File: config.mk
export PLATFORM = sky130hd
export DESIGN_NAME = acc_mac_unit
export DESIGN_NICKNAME = d
export VERILOG_FILES = /design/src/rtl/acc_mac_pkg.sv /design/src/rtl/amac_product.sv /design/src/rtl/amac_alu.sv /design/src/rtl/amac_cond.sv /design/src/rtl/acc_mac_unit.sv
export SDC_FILE = /design/constraint.sdc
export NUM_CORES = 1
export LEC_CHECK = 0
export BUFFER_PORTS_ARGS = -buffer_cell sky130_fd_sc_hd__buf_4
export CAP_MARGIN = 20
export CELL_PAD_IN_SITES_DETAIL_PLACEMENT = 1
export CELL_PAD_IN_SITES_GLOBAL_PLACEMENT = 1
export CORE_MARGIN = 10
export CORE_UTILIZATION = 48
export CTS_CLUSTER_DIAMETER = 150
export DETAILED_ROUTE_END_ITERATION = 10
export GPL_ROUTABILITY_DRIVEN = 0
export GPL_TIMING_DRIVEN = 0
export PLACE_DENSITY_LB_ADDON = 0.1
export SLEW_MARGIN = 5
export SYNTH_ARGS = -nofsm -noshare
export SYNTH_HDL_FRONTEND = slang
export SYNTH_SLANG_ARGS = --single-unit
File: constraint.sdc
create_clock -name clk -period 10.4 [get_ports clk]
set_input_delay 1.04 -clock clk [delete_from_list [all_inputs] [get_ports clk]]
set_output_delay 1.04 -clock clk [all_outputs]
set_load 0.01 [all_outputs]
File: src/rtl/acc_mac_pkg.sv
package acc_mac_pkg;
  typedef enum logic [1:0] {
    STEP_ALU     = 2'd0,
    STEP_MACADD  = 2'd1,
    STEP_MACSUB  = 2'd2,
    STEP_MACLOAD = 2'd3
  } step_e;

  typedef enum logic [1:0] {
    FORM_REG   = 2'd0,
    FORM_SHORT = 2'd1,
    FORM_LONG  = 2'd2,
    FORM_DIND  = 2'd3
  } form_e;

  localparam logic [3:0] FN_LOAD = 4'd0;
  localparam logic [3:0] FN_SUB  = 4'd1;
  localparam logic [3:0] FN_CMP  = 4'd3;
  localparam logic [3:0] FN_ADD  = 4'd4;
  localparam logic [3:0] FN_AND  = 4'd5;
  localparam logic [3:0] FN_OR   = 4'd6;
  localparam logic [3:0] FN_XOR  = 4'd7;

  localparam logic [3:0] SRC_ACC  = 4'd3;
  localparam logic [3:0] SRC_PROD = 4'd7;

  localparam logic [3:0] CC_ALWAYS = 4'd0;
  localparam logic [3:0] CC_ZERO   = 4'd5;
  localparam logic [3:0] CC_NEG    = 4'd7;

  localparam int unsigned WAIT_W = 2;

  // Occupancy of one operation, in cycles.
  function automatic logic [WAIT_W-1:0] op_cycles(input step_e st, input form_e fm);
    if (st != STEP_ALU) return WAIT_W'(1);
    case (fm)
      FORM_LONG: return WAIT_W'(2);
      FORM_DIND: return WAIT_W'(3);
      default:   return WAIT_W'(1);
    endcase
  endfunction
endpackage

File: src/rtl/amac_product.sv
module amac_product #(
  parameter int DW = 16
) (
  input  logic [DW-1:0]   x,
  input  logic [DW-1:0]   y,
  output logic [2*DW-1:0] p
);
  localparam int PW = 2 * DW;
  logic signed [PW-1:0] xs, ys, full;

  always_comb begin
    xs   = {{DW{x[DW-1]}}, x};
    ys   = {{DW{y[DW-1]}}, y};
    full = xs * ys;
    p    = full <<< 1;
  end
endmodule

File: src/rtl/amac_alu.sv
module amac_alu
  import acc_mac_pkg::*;
#(
  parameter int DW = 16
) (
  input  step_e           step,
  input  form_e           form,
  input  logic [3:0]      func,
  input  logic [3:0]      src,
  input  logic [DW-1:0]   opnd,
  input  logic [2*DW-1:0] acc,
  input  logic [2*DW-1:0] prod,
  output logic [2*DW-1:0] acc_nxt,
  output logic            acc_we,
  output logic            flag_we,
  output logic            z_nxt,
  output logic            n_nxt
);
  localparam int AW = 2 * DW;

  logic          wide;
  logic [DW-1:0] v16, hi, hi_res;
  logic [AW-1:0] w_opnd, w_res, res;
  logic          known;

  always_comb begin
    wide   = (form == FORM_REG) && ((src == SRC_ACC) || (src == SRC_PROD));
    v16    = (form == FORM_SHORT) ? {{(DW-8){1'b0}}, opnd[7:0]} : opnd;
    w_opnd = (src == SRC_PROD) ? prod : acc;
    hi     = acc[AW-1:DW];

    known  = 1'b1;
    hi_res = hi;
    w_res  = acc;
    case (func)
      FN_LOAD: begin hi_res = v16;       w_res = w_opnd;       end
      FN_SUB,
      FN_CMP:  begin hi_res = hi - v16;  w_res = acc - w_opnd; end
      FN_ADD:  begin hi_res = hi + v16;  w_res = acc + w_opnd; end
      FN_AND:  begin hi_res = hi & v16;  w_res = acc & w_opnd; end
      FN_OR:   begin hi_res = hi | v16;  w_res = acc | w_opnd; end
      FN_XOR:  begin hi_res = hi ^ v16;  w_res = acc ^ w_opnd; end
      default: known = 1'b0;
    endcase

    res     = acc;
    acc_we  = 1'b0;
    flag_we = 1'b0;
    case (step)
      STEP_MACADD:  begin res = acc + prod; acc_we = 1'b1; flag_we = 1'b1; end
      STEP_MACSUB:  begin res = acc - prod; acc_we = 1'b1; flag_we = 1'b1; end
      STEP_MACLOAD: begin res = '0;         acc_we = 1'b1; flag_we = 1'b1; end
      default: begin
        res     = wide ? w_res : {hi_res, acc[DW-1:0]};
        flag_we = known;
        acc_we  = known && (func != FN_CMP);
      end
    endcase

    acc_nxt = res;
    z_nxt   = (res == '0);
    n_nxt   = res[AW-1];
  end
endmodule

File: src/rtl/amac_cond.sv
module amac_cond
  import acc_mac_pkg::*;
(
  input  logic [3:0] code,
  input  logic       pol,
  input  logic       z,
  input  logic       n,
  output logic       hit
);
  always_comb begin
    case (code)
      CC_ALWAYS: hit = 1'b1;
      CC_ZERO:   hit = (z == pol);
      CC_NEG:    hit = (n == pol);
      default:   hit = 1'b0;
    endcase
  end
endmodule

File: src/rtl/acc_mac_unit.sv
module acc_mac_unit
  import acc_mac_pkg::*;
#(
  parameter int DW = 16
) (
  input  logic            clk,
  input  logic            rst,
  input  logic            in_valid,
  output logic            in_ready,
  input  logic [3:0]      in_func,
  input  logic [1:0]      in_step,
  input  logic [1:0]      in_form,
  input  logic [3:0]      in_src,
  input  logic [DW-1:0]   in_operand,
  input  logic [DW-1:0]   in_x,
  input  logic [DW-1:0]   in_y,
  input  logic [3:0]      cond_code,
  input  logic            cond_pol,
  output logic [2*DW-1:0] acc_out,
  output logic [2*DW-1:0] prod_out,
  output logic            flag_z,
  output logic            flag_n,
  output logic            cond_true
);
  localparam int AW = 2 * DW;

  logic [AW-1:0]     acc_q;
  logic [DW-1:0]     x_q, y_q;
  logic              z_q, n_q;
  logic [WAIT_W-1:0] wait_q;

  // Operation held across a multi-cycle occupancy
  logic [3:0]    h_func, h_src;
  step_e         h_step;
  form_e         h_form;
  logic [DW-1:0] h_opnd, h_x, h_y;

  // Selected operation feeding the datapath
  logic [3:0]    s_func, s_src;
  step_e         s_step;
  form_e         s_form;
  logic [DW-1:0] s_opnd, s_x, s_y;

  logic              fire, busy, commit;
  logic [WAIT_W-1:0] n_cyc;
  logic [AW-1:0]     prod, acc_nxt;
  logic              acc_we, flag_we, z_nxt, n_nxt;

  assign busy     = (wait_q != '0);
  assign in_ready = !busy;
  assign fire     = in_valid && in_ready;
  assign n_cyc    = op_cycles(step_e'(in_step), form_e'(in_form));
  assign commit   = (fire && n_cyc == WAIT_W'(1)) || (wait_q == WAIT_W'(1));

  always_comb begin
    if (busy) begin
      s_func = h_func; s_src = h_src; s_step = h_step; s_form = h_form;
      s_opnd = h_opnd; s_x = h_x; s_y = h_y;
    end else begin
      s_func = in_func; s_src = in_src; s_step = step_e'(in_step);
      s_form = form_e'(in_form); s_opnd = in_operand; s_x = in_x; s_y = in_y;
    end
  end

  amac_product #(.DW(DW)) u_prod (.x(x_q), .y(y_q), .p(prod));

  amac_alu #(.DW(DW)) u_alu (
    .step(s_step), .form(s_form), .func(s_func), .src(s_src), .opnd(s_opnd),
    .acc(acc_q), .prod(prod), .acc_nxt(acc_nxt), .acc_we(acc_we),
    .flag_we(flag_we), .z_nxt(z_nxt), .n_nxt(n_nxt)
  );

  amac_cond u_cond (.code(cond_code), .pol(cond_pol), .z(z_q), .n(n_q), .hit(cond_true));

  always_ff @(posedge clk) begin
    if (rst) begin
      wait_q <= '0;
      h_func <= '0; h_src <= '0; h_step <= STEP_ALU; h_form <= FORM_REG;
      h_opnd <= '0; h_x <= '0; h_y <= '0;
    end else if (busy) begin
      wait_q <= wait_q - WAIT_W'(1);
    end else if (fire && n_cyc != WAIT_W'(1)) begin
      wait_q <= n_cyc - WAIT_W'(1);
      h_func <= in_func; h_src <= in_src; h_step <= step_e'(in_step);
      h_form <= form_e'(in_form); h_opnd <= in_operand; h_x <= in_x; h_y <= in_y;
    end
  end

  always_ff @(posedge clk) begin
    if (rst) begin
      acc_q <= '0; x_q <= '0; y_q <= '0; z_q <= 1'b0; n_q <= 1'b0;
    end else if (commit) begin
      if (acc_we)  acc_q <= acc_nxt;
      if (flag_we) begin z_q <= z_nxt; n_q <= n_nxt; end
      if (s_step != STEP_ALU) begin x_q <= s_x; y_q <= s_y; end
    end
  end

  assign acc_out  = acc_q;
  assign prod_out = prod;
  assign flag_z   = z_q;
  assign flag_n   = n_q;
endmodule

# Yosys cells after proc, flatten, opt, wreduce, memory -nomap -nowiden
# Cells that the tools add are included.
# totals
out_inout_bits	68
reg_bits	128
in_bits	68
word_cells	97
# op_classes
muxes	23
n_eq_ne	22
addsub	8
n_mul	1
n_bitwise	7
n_reduce_logical	23
# op_table
operator	count
one-hot mux 32 bit (6 select lines)	1
one-hot mux 16 bit (6 select lines)	1
one-hot mux 32 bit (3 select lines)	1
adder 32 bit	2
two-way mux 16 bit	4
two-way mux 32 bit	2
subtractor 32 bit	2
AND 32 bit	1
logical NOT 32 bit	1
OR 32 bit	1
bitwise XOR 32 bit	1
multiplier 16 x 16 -> 31 bit	1
equality test 4 x 3 -> 1 bit (second input constant)	7
adder 16 bit	1
AND 16 bit	1
OR 16 bit	1
subtractor 16 bit	1
bitwise XOR 16 bit	1
two-way mux 2 bit	6
equality test 2 x 1 -> 1 bit (second input constant)	4
equality test 2 bit (second input constant)	4
equality test 4 x 2 -> 1 bit (second input constant)	2
logical NOT 4 bit	2
two-way mux 4 bit	2
18 further kinds	34

# Longest topological paths before layout
# logic_depth
word_depth	9
mapped_depth	42
mapped_depth_nobuf	38

# By module
# A second synthesis with hierarchy kept.
# unflattened
hier_cells	3198
hier_area_um2	25270.5
# modules_own_cells
module	seq_area_each_um2	cells_per_inst	instances	area_each_um2
amac_alu	0.0	1519	1	10232.3
amac_product	0.0	1074	1	9645.5
acc_mac_unit	2562.5	598	1	5346.4
amac_cond	0.0	7	1	46.3

# Least setup slack after synthesis
# No wires, ideal clock.
# synth_timing
kind	register -> register
start	register y_q[1]
end	register z_q, in the netlist flag_z
synth_period_minus_slack_ns	8.720
setup_ns	0.059
t_arrival_ns	8.660
path_slack_ns	1.680
path_buffers	3
path_stages_with_launch	38
t_required_ns	10.341
cell_sequence	dfxtp_1 -> clkbuf_1 -> nand2_1 -> fa_1 -> fa_1 -> fa_1 -> fa_1 -> inv_1 -> fa_1 -> inv_1 -> fa_1 -> inv_1 -> ha_1 -> buf_2 -> and3_1 -> a221oi_4 -> o21a_4 -> xnor2_2 -> [2 not listed] -> nor3_1 -> and3b_1 -> a21oi_1 -> xnor2_1 -> ha_1 -> clkbuf_1 -> a21o_1 -> a21o_1 -> a21oi_1 -> nor2_1 -> a21oi_1 -> o31ai_1 -> mux2_2 -> nor3_1 -> nand4_1 -> nor4_1 -> and3_1 -> a31o_1
# synth_via
elab_chain_len	7
elab_cells_between_ends	13
cone_classes	add/sub (4); mul (1); mux (4); bitwise (3); reduce/logical (1)
# synth_lines
element	line	rtl
start, declared	acc_mac_unit.sv:28	logic [DW-1:0] x_q, y_q;
start signal, assigned	acc_mac_unit.sv:91	acc_q <= '0; x_q <= '0; y_q <= '0; z_q <= 1'b0; n_q <= 1'b0;
start signal, assigned	acc_mac_unit.sv:95	if (s_step != STEP_ALU) begin x_q <= s_x; y_q <= s_y; end
multiplier 16 x 16 -> 31 bit *	amac_product.sv:14	full = xs * ys;
net prod_out[15]	acc_mac_unit.sv:20	output logic [2*DW-1:0] prod_out,
two-way mux 32 bit	amac_alu.sv:29	w_opnd = (src == SRC_PROD) ? prod : acc;
adder 32 bit, or another cell as far along	amac_alu.sv:39	FN_ADD: begin hi_res = hi + v16; w_res = acc + w_opnd; end
one-hot mux 32 bit (6 select lines)	amac_alu.sv:35	case (func)
two-way mux 32 bit	amac_alu.sv:54	res = wide ? w_res : {hi_res, acc[DW-1:0]};
one-hot mux 32 bit (3 select lines) *	amac_alu.sv:49	case (step)
logical NOT 32 bit *	amac_alu.sv:61	z_nxt = (res == '0);
end signal, assigned	acc_mac_unit.sv:94	if (flag_we) begin z_q <= z_nxt; n_q <= n_nxt; end
end, declared	acc_mac_unit.sv:29	logic z_q, n_q;
# The timed path passes the listed nets; every way through them passes the cells marked *.
# A chain may end at the register's enable or synchronous reset.

# Final worst setup path
# layout_timing
start	register y_q[3]
end	register z_q, in the netlist flag_z
# layout_via
elab_chain_len	7
elab_cells_between_ends	13
cone_classes	add/sub (4); mul (1); mux (4); bitwise (3); reduce/logical (1)
# layout_lines
element	line
multiplier 16 x 16 -> 31 bit *	amac_product.sv:14
two-way mux 32 bit	amac_alu.sv:29
adder 32 bit, or another cell as far along	amac_alu.sv:39
one-hot mux 32 bit (6 select lines)	amac_alu.sv:35
two-way mux 32 bit	amac_alu.sv:54
one-hot mux 32 bit (3 select lines) *	amac_alu.sv:49
logical NOT 32 bit *	amac_alu.sv:61
# Mark *: on every way between the ends. The rest lies on a longest branch, timed or not.

==> metrics <==
R2R Path End=flag_z$_SDFFE_PP0P_; Synth Area in XOR/XNOR=0.05266; Crit path largest cell delay=580 ps; # DRC=0; fin crit period=around 10,000 ps; Max IR drop VDD=between 0.2 and 0.25 mV; total of max-cap violations=0; total global-route track usage=0.3467; Final TNS setup=0 ps; Max Freq=about 98 MHz; Pleak=around 13 nW; dominant register cell in the synthesized netlist=dfxtp_1; worst-path fanout max=10; clock skew=about 9.8 ps; Congestion Overflow GR=0; clk sinks=128; Hold Path Cell Cnt=2; post-synthesis instance total=3,327; iteration count of the initial detailed-routing pass=6; final number of setup-violating endpoints=0; first-pass GRT wire length=between 150,000 and 200,000 µm; Post-synth ARST share=0; Syn Area/Cell=slightly below 8 µm²; CTS H-tree lvls=4; Post-DP HPWL=approximately 91,000 µm; Setup crit start kind=flop; initial antenna violation count=2; CP arrival=roughly 11,000 ps; Finished Cell Area=28,640 µm²; Starting DRT DRC Count=around 2,800; R2R Path Start=y_q[3]$_SDFFE_PP0P_; Hold WC Path Type=flop to flop; area of the multi-input gates=approximately 21,000 µm²; fin. max-slew vios=0; number of global-route vias before repair=between 20,000 and 30,000; antenna viol nets, final=0; CP dominant cell by count=fa_1; hold_buf cts=0; Rel. slew slack=0.2065; CTS max path bufs=2; Num CTS Buffers=17; multiplexer share of the synthesized area=0.01634; outcome=finished clean; min-delay src=h_y[8]$_SDFFE_PP0P_; Placed Area=around 28,000 µm²; area grow syn2layout=11.29%; io pins=about 140; pin count of the biggest net entering global routing=17; Final #Nets=around 4,000; Clk Latency, worst-skew pair=roughly 480 ps; Cell variety after synth=about 120; vias=about 27,000; Top delay family on crit path=adder cells; Die ar.=~63,000 µm²; Setup WS pre-CTS=-1128 ps; Die Height=around 250 µm; Final Hold Vio Count=0; Die X=roughly 250 µm; WL per Instance=about 27 µm; post-synthesis adder-cell area fraction=0.3240; CP bufs+invs=7; routed vias/inst=~6.4; reg2reg path depth=36; Initial Util=0.4867; Cell Pwr Density=209.6 nW/µm²; simple-gate area share of the yosys netlist=0.2066; Yosys reg bits=128; Synth Warn #=0; worst slew pin tran=roughly 1200 ps; largest family of logic cells by synthesized area=adder cells; Post-Syn Nets=approximately 3,900; # diodes=0; Crit Path Category=flop to flop; Worst EP required=about 11,000 ps; CP max stage cell=fa_1; Reg2Reg Setup Slack=160 ps; share of cells above drive strength 1=0.1092; DRT Wirelength=about 110,000 µm; clk slew on worst S/H paths=70 ps; clock root buffer=clkbuf_16; Synth Area in Compound Gates=0.2095; TritonCTS clock tree=yes; # fillers=around 6,700; combined flip-flop and latch cell area=2614 µm²; row cnt=84; final core occ=0.5417; Seq/Total Area, Yosys=0.09959; Cell Area, Synth=25,730 µm²; CP Capture Type=flop; Post-synth EDFFs=0; Std-Cell Core Area=approximately 53,000 µm²; post-route worst setup slack=157.9 ps; Hold EP=h_y[8]$_SDFFE_PP0P_; Port Buffers=134; period utilization=0.9848
## cell families after synthesis
kind of cell    Yosys count
compound gates          770
xor+xnor                149
fa+ha+maj               511
buf+inv                 604
flops                   128
mux                      39
other cells               1
simple gates           1125
## tightest hold or removal path: cells and delay by family (launching register included)
family,cells,cell delay (ps)
simple gates,1,50
compound gates,1,50
flops,1,310
## where the power goes
| group | internal (mW) | switching (mW) | total (mW) |
|---|---|---|---|
| Combinational | 1.74 | 3.00 | 4.74 |
| Clock | 0.316 | 0.283 | 0.600 |
| Sequential | 0.529 | 0.136 | 0.665 |
| Total | 2.59 | 3.41 | 6.00 |
## worst max-delay path by stage
| stage | start | end | depth (start not counted) |
|---|---|---|---|
| final | y_q[3]$_SDFFE_PP0P_ | flag_z$_SDFFE_PP0P_ | 36 |
| after global routing | y_q[3]$_SDFFE_PP0P_ | flag_z$_SDFFE_PP0P_ | 36 |
| after CTS | x_q[15]$_SDFFE_PP0P_ | flag_z$_SDFFE_PP0P_ | 37 |
| after detailed placement | x_q[8]$_SDFFE_PP0P_ | flag_z$_SDFFE_PP0P_ | 37 |
| after global placement | x_q[9]$_SDFFE_PP0P_ | flag_z$_SDFFE_PP0P_ | 37 |
| after floorplan | y_q[1]$_SDFFE_PP0P_ | flag_z$_SDFFE_PP0P_ | 37 |
## cells in the mapped netlist, types with 12 or more instances
library cell,number,area (µm²)
clkbuf_1,120,450.4
xnor2_1,116,1016
fa_1,259,5185
a31oi_1,34,212.7
and2_1,129,807.0
a21oi_1,204,1021
mux2i_1,31,310.3
dfxtp_1,128,2562
buf_1,15,56.30
a311oi_1,40,350.3
o31ai_1,13,97.59
o21ai_0,122,610.6
nand3_1,39,195.2
nand2_1,468,1757
buf_2,24,120.1
nand2b_1,24,150.1
a21o_1,46,345.3
a211oi_1,58,435.4
o211ai_1,20,150.1
nor4_1,12,75.07
nand4_1,22,137.6
o31a_1,12,105.1
inv_1,430,1614
and3_1,32,200.2
ha_1,252,3153
nor2b_1,22,137.6
a221oi_1,24,210.2
nor3_1,61,305.3
nor2_1,238,893.4
xor2_1,28,245.2
or3_1,16,100.1
o21a_1,18,135.1
## metal layers
layer	share of wire	global-route usage	routed length [µm]	vias to the layer above
met5	0	0	0	-
met4	0.078	0.2413	8715	0
met3	0.079	0.05953	8854	458
met2	0.46	0.5717	51820	1271
met1	0.38	0.4074	42550	13290
li1	-	-	-	11610
## sequential cells by signal (all words and copies together), names as in the netlist
name and count:
acc_out 32, flag_n 1, flag_z 1, h_form 2
h_func 4, h_opnd 16, h_src 4, h_step 2
h_x 16, h_y 16, wait_q 2, x_q 16
y_q 16
## repair_timing
item / in CTS / in global routing
gates resized for setup: 74 / 78
pin swaps: 2 / 7
endpoints found under the setup margin: 9 / 6
buffers inserted: 2 / 9
## cell type report
class | count | share of cell area
clock buffer | 17 | 0.01486
sequential | 128 | 0.09127
clock inverter | 15 | 0.005025
tap | 688 | 0.03006
timing repair buffer | 147 | 0.03867
buffer | 160 | 0.02643
multi-input combinational | 2595 | 0.7362
inverter | 437 | 0.05746
## cell usage in the layout, fill, tap and decap left out, drive strengths merged, types with 10 or more instances in the layout
cell	n
a221o	10
o21ai	133
dfxtp	128
a21o	47
ha	252
o21a	19
clkbuf	122
and3	33
or3	17
o31ai	14
buf	202
a311oi	40
a221oi	30
a31oi	34
nand3	40
o221ai	12
and2	130
o211ai	20
xor2	28
xnor2	119
nor3	66
a21oi	209
inv	446
nor2b	22
o31a	14
nor2	240
nor4	15
nand4	22
a211oi	61
mux2i	34
o21bai	11
nand2	468
fa	259
nand2b	24
a211o	10
a22oi	12
## stage by stage
step / hold slack [ps] / instances / total power, mW
floorplan: 435.7 / 3327 / 3.587
global placement: 441.5 / 4149 / 4.887
detailed placement: 448.0 / 4151 / 5.064
CTS: 457.8 / 4183 / 5.752
global route: 481.4 / 4187 / 6.335
finish: 459.1 / 4187 / 6.001
Note: power is estimated with default switching activity, not from simulation.
